### src/rtl/baud_gen_pkg.sv
package baud_gen_pkg;
  localparam int SCALE_W_DEF  = 8;
  localparam int STEP_W_DEF   = 16;
  localparam int ACC_W_DEF    = 17;
  localparam int MAX_STEP_DEF = 32'h3333;

  // Saturate an unsigned value to an upper limit.
  function automatic int unsigned sat_to(input int unsigned v, input int unsigned lim);
    return (v > lim) ? lim : v;
  endfunction
endpackage

### src/rtl/bg_cfg_watch.sv
module bg_cfg_watch #(
  parameter int SCALE_W  = baud_gen_pkg::SCALE_W_DEF,
  parameter int STEP_W   = baud_gen_pkg::STEP_W_DEF,
  parameter int MAX_STEP = baud_gen_pkg::MAX_STEP_DEF
) (
  input  logic               clk,
  input  logic               rst_n,
  input  logic [SCALE_W-1:0] scale_i,
  input  logic [STEP_W-1:0]  step_i,
  output logic [SCALE_W-1:0] scale_o,
  output logic [STEP_W-1:0]  step_o,
  output logic               chg_o
);
  localparam int unsigned FULL_STEP = (1 << STEP_W) - 1;

  logic [SCALE_W-1:0] scale_q;
  logic [STEP_W-1:0]  raw_step_q;

  always_ff @(posedge clk) begin
    if (!rst_n) begin
      scale_q    <= '0;
      raw_step_q <= '0;
    end else begin
      scale_q    <= scale_i;
      raw_step_q <= step_i;
    end
  end

  // A field differs from its held copy: restart the generator.
  assign chg_o   = (scale_i != scale_q) || (step_i != raw_step_q);
  assign scale_o = scale_q;

  generate
    if (MAX_STEP < FULL_STEP) begin : g_clamp
      assign step_o = STEP_W'(baud_gen_pkg::sat_to(32'(raw_step_q), MAX_STEP));
    end else begin : g_pass
      assign step_o = raw_step_q;
    end
  endgenerate

  // the step handed on never exceeds the limit
  a_r5_step_limit: assert property (@(posedge clk) disable iff (!rst_n)
    32'(step_o) <= MAX_STEP);
endmodule

### src/rtl/bg_prescaler.sv
module bg_prescaler #(
  parameter int SCALE_W = baud_gen_pkg::SCALE_W_DEF
) (
  input  logic               clk,
  input  logic               rst_n,
  input  logic               en_i,
  input  logic               clr_i,
  input  logic [SCALE_W-1:0] limit_i,
  output logic               tick_o
);
  logic [SCALE_W-1:0] cnt_q;
  logic               at_top;

  assign at_top = (cnt_q == limit_i);
  assign tick_o = en_i && !clr_i && at_top;

  always_ff @(posedge clk) begin
    if (!rst_n)         cnt_q <= '0;
    else if (clr_i)     cnt_q <= '0;
    else if (en_i)      cnt_q <= at_top ? '0 : cnt_q + 1'b1;
  end

  // count never passes the limit
  a_r2_cnt_bound: assert property (@(posedge clk) disable iff (!rst_n)
    cnt_q <= limit_i);
  // a tick is followed by a restart at zero
  a_r2_wrap: assert property (@(posedge clk) disable iff (!rst_n)
    tick_o |=> (cnt_q == '0));
  // a configuration change clears the count
  a_r8_pre_clear: assert property (@(posedge clk) disable iff (!rst_n)
    clr_i |=> (cnt_q == '0));
  // disabled count holds
  a_r9_pre_hold: assert property (@(posedge clk) disable iff (!rst_n)
    (!en_i && !clr_i) |=> $stable(cnt_q));
endmodule

### src/rtl/bg_phase_acc.sv
module bg_phase_acc #(
  parameter int STEP_W = baud_gen_pkg::STEP_W_DEF,
  parameter int ACC_W  = baud_gen_pkg::ACC_W_DEF
) (
  input  logic              clk,
  input  logic              rst_n,
  input  logic              adv_i,
  input  logic              clr_i,
  input  logic [STEP_W-1:0] incr_i,
  output logic              tick_o
);
  logic [ACC_W-1:0] acc_q;
  logic [ACC_W:0]   sum;
  logic             carry;
  logic             tick_q;

  function automatic logic [ACC_W:0] phase_add(input logic [ACC_W-1:0] a,
                                               input logic [STEP_W-1:0] s);
    return {1'b0, a} + (ACC_W+1)'(s);
  endfunction

  assign sum   = phase_add(acc_q, incr_i);
  assign carry = sum[ACC_W];

  always_ff @(posedge clk) begin
    if (!rst_n) begin
      acc_q  <= '0;
      tick_q <= 1'b0;
    end else if (clr_i) begin
      acc_q  <= '0;
      tick_q <= 1'b0;
    end else begin
      tick_q <= adv_i && carry;
      if (adv_i) acc_q <= sum[ACC_W-1:0];
    end
  end

  assign tick_o = tick_q;

  // pulse lasts one cycle only
  a_r4_single: assert property (@(posedge clk) disable iff (!rst_n)
    tick_o |=> !tick_o);
  // every pulse follows an advance
  a_r4_after_adv: assert property (@(posedge clk) disable iff (!rst_n)
    tick_o |-> $past(adv_i));
  // configuration change clears phase and output
  a_r8_acc_clear: assert property (@(posedge clk) disable iff (!rst_n)
    clr_i |=> (acc_q == '0 && !tick_o));
  // phase holds without an advance
  a_r9_acc_hold: assert property (@(posedge clk) disable iff (!rst_n)
    (!adv_i && !clr_i) |=> $stable(acc_q));
endmodule

### src/rtl/baud_phase_gen.sv
module baud_phase_gen #(
  parameter int SCALE_W  = baud_gen_pkg::SCALE_W_DEF,
  parameter int STEP_W   = baud_gen_pkg::STEP_W_DEF,
  parameter int ACC_W    = baud_gen_pkg::ACC_W_DEF,
  parameter int MAX_STEP = baud_gen_pkg::MAX_STEP_DEF
) (
  input  logic               clk,
  input  logic               rst_n,
  input  logic               en,
  input  logic [SCALE_W-1:0] scale_i,
  input  logic [STEP_W-1:0]  step_i,
  output logic               baud_tick
);
  logic [SCALE_W-1:0] scale_held;
  logic [STEP_W-1:0]  step_held;
  logic               cfg_chg;
  logic               pre_tick;

  bg_cfg_watch #(.SCALE_W(SCALE_W), .STEP_W(STEP_W), .MAX_STEP(MAX_STEP)) u_cfg (
    .clk(clk), .rst_n(rst_n), .scale_i(scale_i), .step_i(step_i),
    .scale_o(scale_held), .step_o(step_held), .chg_o(cfg_chg)
  );

  bg_prescaler #(.SCALE_W(SCALE_W)) u_pre (
    .clk(clk), .rst_n(rst_n), .en_i(en), .clr_i(cfg_chg),
    .limit_i(scale_held), .tick_o(pre_tick)
  );

  bg_phase_acc #(.STEP_W(STEP_W), .ACC_W(ACC_W)) u_acc (
    .clk(clk), .rst_n(rst_n), .adv_i(pre_tick), .clr_i(cfg_chg),
    .incr_i(step_held), .tick_o(baud_tick)
  );

  // no pulse after a disabled cycle
  a_r9_quiet: assert property (@(posedge clk) disable iff (!rst_n)
    !en |=> !baud_tick);
  // output low in the first cycle out of reset
  a_r1_reset_low: assert property (@(posedge clk)
    !rst_n |=> !baud_tick);
endmodule

### config.mk
export PLATFORM = sky130hd
export DESIGN_NAME = baud_phase_gen
export DESIGN_NICKNAME = d
export VERILOG_FILES = /design/src/rtl/baud_gen_pkg.sv /design/src/rtl/bg_cfg_watch.sv /design/src/rtl/bg_prescaler.sv /design/src/rtl/bg_phase_acc.sv /design/src/rtl/baud_phase_gen.sv
export SDC_FILE = /design/constraint.sdc
export NUM_CORES = 1
export LEC_CHECK = 0
export BUFFER_PORTS_ARGS = -buffer_cell sky130_fd_sc_hd__buf_2
export CAP_MARGIN = 20
export CORE_MARGIN = 8
export CORE_UTILIZATION = 45
export DETAILED_ROUTE_END_ITERATION = 8
export PLACE_DENSITY = 0.68
export SYNTH_ARGS = -nofsm -noshare
export SYNTH_HDL_FRONTEND = slang
export SYNTH_HIERARCHICAL = 1
export SYNTH_SLANG_ARGS = --single-unit
### constraint.sdc
create_clock -name clk -period 3.9 [get_ports clk]
set_input_delay 0.78 -clock clk [delete_from_list [all_inputs] [get_ports clk]]
set_output_delay 0.78 -clock clk [all_outputs]
set_load 0.005 [all_outputs]
* Yosys cells after proc, flatten, opt, wreduce, memory -nomap -nowiden
Cells that the tools add are included.
Word-level totals: bits in registers 50, word-level logic and storage cells 20, bits of input ports 27
Cells by class: magnitude comparators 1, mux-type cells 2, add/subtract/negate cells 2, eq/ne operators 3, reduce and logical (&&, ||, !) cells 6, bitwise logic cells 1
Operators by type and width (number):
- 17-bit by 16-bit adder with 18-bit output | 1
- 16-bit by 14-bit > comparator with 1-bit output (second input constant) | 1
- 16-bit two-way mux | 1
- 16-bit != test | 1
- 8-bit by 1-bit adder with 8-bit output (second input constant) | 1
- 8-bit == test | 1
- 8-bit two-way mux | 1
- 8-bit != test | 1
- 1-bit logical AND | 3
- 2-bit OR reduction | 1
- 1-bit logical NOT | 1
- 1-bit logical OR | 1
- 1-bit inverter | 1

* Longest topological paths before layout
Gate-level depths: netlist of run 1.
depth in word-level cells 6, depth in mapped cells 11, mapped depth without buffers 11

* Cells and area by module
Netlist of run 1, hierarchy kept.
By module, submodules not included:
- bg_phase_acc | cells each 175, area an instance 1455.1 µm², instances 1
- bg_cfg_watch | cells each 109, area an instance 1062.3 µm², instances 1
- bg_prescaler | cells each 49, area an instance 440.4 µm², instances 1

* Worst setup path before layout of run 1
OpenSTA, ideal clock, no wires.
kind input to register, start point input scale_i[2], end point register u_acc.acc_q[15], setup time 57 ps, data arrival time 3000 ps, setup slack 843 ps, stages 11, buffers on the path 0, data required time 3843 ps, path through xnor2_1 > nand4_1 > nor4_1 > nand3_1 > nor4_1 > inv_1 > nor2_1 > nand2_1 > or3_1 > mux2i_1 > or3_1
On the way: word-level cells in the longest chain between the ends 5
RTL lines:
- start: declaration | RTL line baud_phase_gen.sv:10 | input logic [SCALE_W-1:0] scale_i,
- 8-bit != test | RTL line bg_cfg_watch.sv:30 | assign chg_o = (scale_i != scale_q) || (step_i != raw_step_q);
- 1-bit logical OR | RTL line bg_cfg_watch.sv:30
- net cfg_chg | RTL line baud_phase_gen.sv:16 | logic cfg_chg;
- 1-bit logical NOT | RTL line bg_prescaler.sv:15 | assign tick_o = en_i && !clr_i && at_top;
- 1-bit logical AND (2 in series) | RTL line bg_prescaler.sv:15
- net pre_tick | RTL line baud_phase_gen.sv:17 | logic pre_tick;
- end signal: assignment | RTL line bg_phase_acc.sv:34 | if (adv_i) acc_q <= sum[ACC_W-1:0];
- end: declaration | RTL line bg_phase_acc.sv:12 | logic [ACC_W-1:0] acc_q;
The timed path passes the listed nets, and every way through them passes these cells. A chain may end at the register's enable or synchronous reset.

* Worst setup path after layout of run 1
start point register u_cfg.raw_step_q[15], end point register u_acc.acc_q[16]
RTL lines:
- start: declaration | RTL line bg_cfg_watch.sv:17 | logic [STEP_W-1:0] raw_step_q;
- start signal: assignment | RTL line bg_cfg_watch.sv:25 | raw_step_q <= step_i;
- 16-bit by 14-bit > comparator with 1-bit output | RTL line baud_gen_pkg.sv:9 | return (v > lim) ? lim : v;
- 16-bit two-way mux | RTL line baud_gen_pkg.sv:9
- net step_held[0] | RTL line baud_phase_gen.sv:15 | logic [STEP_W-1:0] step_held;
- 17-bit by 16-bit adder with 18-bit output | RTL line bg_phase_acc.sv:19 | return {1'b0, a} + (ACC_W+1)'(s);
The timed path passes the listed nets, and every way through them passes these cells.

==> results of run 1 <==
-- logic make-up after synthesis --
group           share of synthesized area (%)
buf+inv                                  2.07
fa+ha+maj                                7.87
xor+xnor                                 13.9
compound gates                           14.5
mux                                      3.38
simple gates                             24.3
other cells                             0.127
flops                                    33.8
-- critical path: stages, from the launching register on --
cell       delay, ps
dfxtp_1          350
nor2_1           210
o21ai_2          120
or3_1            380
ha_1             250
fa_1             410
a21o_1           240
a221oi_2         350
o211ai_1         220
a2bb2oi_1        240
xor2_1           170
nor2_1            50
-- stage by stage --
step | instances | utilization, % | instance area [um^2] | worst slack [ps]
after floorplan | 334 | - | 2960 | 843
final | 439 | 51.3 | 3260 | 797
after global placement | 431 | 50.0 | 3170 | 709
after CTS | 439 | 51.3 | 3260 | 790
after global routing | 439 | 51.3 | 3260 | 645
after detailed placement | 431 | 50.0 | 3170 | 596
-- placed cells by master (no fill, tap or decap), drive strengths merged, types with 6 or more instances in the layout --
cell type,count
dfxtp,50
xnor2,33
and2,32
nor2,30
buf,29
nand2,18
ha,17
xor2,14
a21oi,13
a21o,12
nand3,11
mux2i,10
or3,10
nand4,9
o21ai,9
nor3,6
clkbuf,6
and3,6
-- power by group through the flow --
stage | logic (mW) | registers [mW] | clock network, mW
4_1_cts | 0.118 | 0.536 | 0.313
3_5_place_dp | 0.117 | 0.548 | 0
3_3_place_gp | 0.116 | 0.548 | 0
6_report | 0.117 | 0.536 | 0.298
2_1_floorplan | 0.0824 | 0.545 | 0
5_1_grt | 0.130 | 0.538 | 0.332
-- cell usage after synthesis (2+ instances only) --
cell	count	area share (%)
xnor2_1	33	9.8
xor2_1	14	4.1
nand3_1	11	1.9
nor4_1	4	0.85
nand2b_1	3	0.63
and2_1	32	6.8
clkbuf_1	5	0.63
a21o_1	12	3.0
o21bai_1	3	0.76
o211ai_1	4	1.0
a21oi_1	12	2.0
nand4_1	9	1.9
a221oi_2	3	1.5
and3_1	5	1.1
or3_1	9	1.9
o21ai_0	7	1.2
or2_2	2	0.42
inv_1	5	0.63
a211oi_1	4	1.0
dfxtp_1	50	34
buf_4	2	0.51
nor2_1	30	3.8
a211o_1	2	0.59
ha_1	17	7.2
nand2_1	18	2.3
mux2i_1	10	3.4
nor3_1	6	1.0
-- layout make-up --
cell class | instances | area [um^2] | share of cell area [%]
multi-input cells | 270 | 1910 | 58.5
repair buffers | 29 | 150 | 4.61
clock buffers | 6 | 72.6 | 2.23
clock inverters | 2 | 13.8 | 0.422
flip-flops and latches | 50 | 1000 | 30.7
well taps | 77 | 96.3 | 2.96
inverters | 5 | 18.8 | 0.576
-- final timing paths --
check,end,from,depth (start not counted)
max,u_acc/acc_q[16]$_SDFFE_PP0P_,u_cfg/raw_step_q[15]$_SDFF_PN0_,11
min,u_acc/tick_o$_SDFF_PP0_,u_acc/acc_q[16]$_SDFFE_PP0P_,2
max reg2reg,u_acc/acc_q[16]$_SDFFE_PP0P_,u_cfg/raw_step_q[15]$_SDFF_PN0_,11
min reg2reg,u_acc/tick_o$_SDFF_PP0_,u_acc/acc_q[16]$_SDFFE_PP0P_,2
-- routing by layer --
metal	track usage [%]	wire (um)
met5	0	0
met3	2.92	288
met4	5.21	117
met2	23.0	2970
met1	16.1	2930
-- registers in the layout, indices dropped and copies added (netlist names) --
register	count
u_acc/tick_o	1
u_cfg/scale_o	8
u_pre/cnt_q	8
u_acc/acc_q	17
u_cfg/raw_step_q	16
==> flow_metrics.py, run 1 <==
metrics = {
    "timing": {
        "period_share_pct": 79.6,
        "fmax_ghz": 0.322,
        "rsz0062_at_grt": "false",
        "tns_ps": 0,
        "holdWs_ps": 465,
        "setup_viol": 0,
        "drv_slew": 0,
        "fin_skew_ps": 12.3,
        "hold_viol": 0,
        "finalWorstPathRequiredPeriod_ps": 3100,
    },
    "pwr": {
        "seqPwrFrac_pct": 56.3,
        "leakagePower_nw": 1.37,
        "p_int_mw": 0.706,
        "power.switching_mw": 0.245,
        "ir_drop_mv": 0.235,
        "powerDensity_mw_per_mm2": 292,
        "pwr-share-comb_pct": 12.3,
        "p_clk_share_pct": 31.4,
        "p_sw_share_pct": 25.8,
        "total_power_mw": 0.952,
    },
    "critical_path": {
        "criticalPathCategory": "flop to flop",
        "r2r_setup_slack_ps": 800,
        "crit_fanout": 5,
        "endpoint_kind": "flop",
        "required_ps": 4090,
        "cp-start-kind": "flop",
        "cp_data_arrival_time_ps": 3290,
    },
    "route": {
        "wire_per_inst_um": 14.3,
        "ant_nets": 0,
        "firstDrtPassIters": 4,
        "wirelength_mm": 6.30,
        "vias_per_cell": 5.41,
        "num_vias": 2376,
        "drt-initial-drc-count": 91,
        "drc": 0,
    },
    "finish": {
        "final.fill_count": 594,
        "finalNetCount": 406,
        "drive_gt1_share_pct": 13.0,
        "area_delta_synth_final_pct": 10.2,
        "insertedDiodeCount": 0,
    },
    "synth": {
        "synth_edf_count": 0,
        "ys_types": 48,
        "netlist_area_mm2": 0.00296,
        "syn_inst": 333,
        "ys_warn_count": 6,
        "synth-seq-cells": 50,
        "yosysSeqAreaShare_pct": 33.8,
        "yosys_most_used_dff": "dfxtp_1",
        "synth_area_per_cell_um2": 8.88,
        "async_reset_ff_share_pct": 0,
    },
    "clock_network": {
        "cts-root-buf": "clkbuf_8",
        "cts_buffers": 5,
        "path_clk_slew_ps": 90,
        "cts_tree": "done",
        "hold_buffers": 0,
        "cts_resized": 0,
        "cts_setup_buffers": 0,
        "clkLatencyLatePin_ps": 310,
        "clk_path_buf_depth": 2,
        "cts_max_level": 2,
        "clock_sinks": 50,
    },
    "floorplanning": {
        "start_util_pct": 46.6,
        "row_count": 29,
        "coreArea_mm2": 0.00635,
        "die_h_um": 97.1,
        "die_area_mm2": 0.00942,
        "die-width_um": 97.1,
        "io_pins": 28,
    },
    "global_routing": {
        "grt_max_degree": 28,
        "grt_pass1_vias": 2390,
        "grt_pass1_wl_mm": 10.9,
        "grt_overflow": 0,
        "antenna_found_initial": 0,
        "grtUsageTotal_pct": 13.5,
    },
    "place": {
        "dpl.hpwl_mm": 4.91,
        "place_congestion": 0.841,
        "numPortBuffers": 27,
    },
    "run": {
        "timing.max_cap.violations": 0,
    },
    "min_path": {
        "hold_path.class": "flop to flop",
    },
    "run_status": {
        "status": "completed",
    },
}
No activity file was read; power rests on OpenSTA's default activity.
==> run 2: changes to the inputs <==
- ABC_AREA: default -> 1
- clock period: 3.9 -> 3.2 ns (I/O delays scaled with it)
==> flow_metrics.py, run 2 <==
metrics = {
    "critical_path": {
        "criticalPathCategory": "flop to flop",
        "worstPathBufferInverterCount": 1,
        "required_ps": 3420,
        "crit_fanout": 9,
        "cp_top_family": "simple AND/OR/NAND/NOR gates",
        "cp-start-kind": "flop",
        "slowest_delay_ps": 400,
        "path_common_cell": "nand2_1",
        "cp_data_arrival_time_ps": 2640,
        "path_cells": "inv_2, nand2_1, nand2_1, nand2_1, nand2_1, nand2_2, nand2_4, nand3b_1, ha_1, fa_1, nand2_1, nand3_1, nand3_1, nand2_1, nand2_1, nand2_1, a21oi_1, nor2_1",
        "cp.depth": 18,
        "endpoint_kind": "flop",
        "slowest_stage": "fa_1",
        "rr_worst_depth": 18,
    },
    "finish": {
        "finalInstanceArea_mm2": 0.00379,
        "final_core_util_pct": 50.0,
        "reg_top3": "u_acc/acc_q x17, u_cfg/raw_step_q x16",
        "top_register": "u_acc/acc_q",
        "finalNetCount": 636,
        "final_common_cell": "nand2_1",
        "drive_gt1_share_pct": 10.7,
        "layout.cells.non_filler": 693,
        "insertedDiodeCount": 0,
        "area_delta_synth_final_pct": 9.83,
        "largest_reg_flops": 17,
        "layout_common_cells": "nand2_1 (177), inv_1 (119), nor2_1 (66)",
    },
    "route": {
        "firstDrtPassIters": 5,
        "drc": 0,
        "drt-initial-drc-count": 147,
        "num_vias": 3103,
        "ant_nets": 0,
        "vias_per_cell": 4.48,
        "wire_per_inst_um": 10.4,
        "wirelength_mm": 7.24,
    },
    "pwr": {
        "leakagePower_nw": 2.18,
        "ir_drop_mv": 0.183,
        "powerDensity_mw_per_mm2": 318,
    },
    "place": {
        "dpl.hpwl_mm": 5.75,
        "place_congestion": 0.855,
        "place_inst": 686,
        "numPortBuffers": 27,
        "post_dp_cell_area_mm2": 0.00370,
    },
    "synth": {
        "ys_warn_count": 6,
        "synth_area_leaders": "dfxtp_1 (29%), nand2_1 (19%), inv_1 (13%)",
        "ys_top_cells_by_count": "nand2_1 (177), inv_1 (119), nor2_1 (66)",
        "synth_edf_count": 0,
        "ys_types": 35,
        "yosys.area.top_type": "dfxtp_1",
        "synth-seq-cells": 50,
        "async_reset_ff_share_pct": 0,
        "syn_inst": 560,
        "yosysSeqAreaShare_pct": 29.0,
        "synth_area_per_cell_um2": 6.16,
        "yosys_most_used_dff": "dfxtp_1",
        "netlist_area_mm2": 0.00345,
        "synth_top_area_share_pct": 29.0,
        "synth.most_common_cell": "nand2_1",
    },
    "clock_network": {
        "cts_setup_buffers": 0,
        "clock_sinks": 50,
        "hold_buffers": 0,
        "cts-root-buf": "clkbuf_8",
        "cts_tree": "done",
        "clk_path_buf_depth": 2,
        "cts_buffers": 5,
        "cts_max_level": 2,
        "cts_resized": 0,
        "path_clk_slew_ps": 100,
        "clkLatencyLatePin_ps": 310,
    },
    "floorplanning": {
        "io_pins": 28,
        "die_h_um": 104,
        "die-width_um": 104,
        "start_util_pct": 45.6,
        "row_count": 32,
        "coreArea_mm2": 0.00757,
        "die_area_mm2": 0.0107,
    },
    "timing": {
        "hold_viol": 0,
        "finalWorstPathRequiredPeriod_ps": 2430,
        "drv_slew": 0,
        "tns_ps": 0,
        "setup_viol": 0,
        "fmax_ghz": 0.412,
        "rsz0062_at_grt": "false",
        "fin_skew_ps": 5.66,
        "period_share_pct": 75.9,
    },
    "min_path": {
        "min_delay_path_depth": 2,
        "hold_path.class": "flop to flop",
    },
    "global_routing": {
        "grt_max_degree": 32,
        "grtUsageTotal_pct": 14.0,
        "grt_pass1_wl_mm": 13.0,
        "grt_pass1_vias": 3063,
        "grt_overflow": 0,
        "antenna_found_initial": 0,
    },
    "run": {
        "timing.max_cap.violations": 0,
    },
    "run_status": {
        "status": "completed",
    },
}
## run 2: changes by cell type after synthesis, moves of 12 or more
cell     previous run  this run
a21o_1             12         0
and2_1             32         2
inv_1               5       119
nand2_1            18       177
nand3_1            11        35
nor2_1             30        66
xnor2_1            33         5
## run 2: logic make-up (layout without fill, tap and decap cells)
kind of cell	count (synthesis)	after routing	share of synthesized area [%]
flops	50	50	29.0
fa+ha+maj	18	18	6.75
compound gates	26	26	4.68
xor+xnor	24	24	6.10
buf+inv	131	161	14.7
other cells	1	2	0.109
simple gates	310	310	38.7
## run 2: per-stage QoR
| stage | hold WS, ps | power (mW) | setup WS, ps |
|---|---|---|---|
| 6_report | 477 | 1.20 | 772 |
| 4_1_cts | 480 | 1.22 | 768 |
| 3_3_place_gp | 467 | 0.838 | 799 |
| 2_1_floorplan | 443 | 0.790 | 1070 |
| 5_1_grt | 507 | 1.27 | 497 |
| 3_5_place_dp | 466 | 0.841 | 775 |
## run 2: cell type report
| cell class | count | area, um^2 |
|---|---|---|
| clock buffer | 5 | 68.8 |
| multi-input combinational | 380 | 1950 |
| tap | 102 | 128 |
| fill | 780 | 3780 |
| clock inverter | 2 | 15.0 |
| sequential | 50 | 1000 |
| timing repair buffer | 30 | 158 |
| inverter | 124 | 467 |
## run 2: report_power, final
group	internal, mW	switching, mW	leakage, nW	total (mW)
Clock	0.150	0.228	0.0362	0.378
Combinational	0.0687	0.104	1.74	0.172
Sequential	0.638	0.0156	0.409	0.654
## run 2: worst paths after layout
check                                                     from                           end  slack, ps
worst min-delay path               u_acc/acc_q[0]$_SDFFE_PP0P_   u_acc/acc_q[0]$_SDFFE_PP0P_        480
worst max register to register  u_cfg/raw_step_q[2]$_SDFF_PN0_  u_acc/acc_q[16]$_SDFFE_PP0P_        770
worst min register to register     u_acc/acc_q[0]$_SDFFE_PP0P_   u_acc/acc_q[0]$_SDFFE_PP0P_        480
worst max-delay path            u_cfg/raw_step_q[2]$_SDFF_PN0_  u_acc/acc_q[16]$_SDFFE_PP0P_        770
## run 2: worst reg2reg max path, stage by stage, from the launching register on
cell,delay [ps]
dfxtp_1,340
inv_2,70
nand2_1,50
nand2_1,60
nand2_1,50
nand2_1,70
nand2_2,60
nand2_4,120
nand3b_1,100
ha_1,230
fa_1,400
nand2_1,80
nand3_1,100
nand3_1,120
nand2_1,90
nand2_1,110
nand2_1,100
a21oi_1,130
nor2_1,50
## run 2: per-layer routing
| metal | part of all wire, % | wire (um) | GRT usage [%] | vias to the layer above |
|---|---|---|---|---|
| li1 | - | - | - | 1713 |
| met1 | 47 | 3390 | 16.1 | 1341 |
| met2 | 48 | 3500 | 25.3 | 38 |
| met3 | 3.5 | 256 | 2.73 | 11 |
| met4 | 1.3 | 94 | 4.41 | 0 |
| met5 | 0 | 0 | 0 | - |
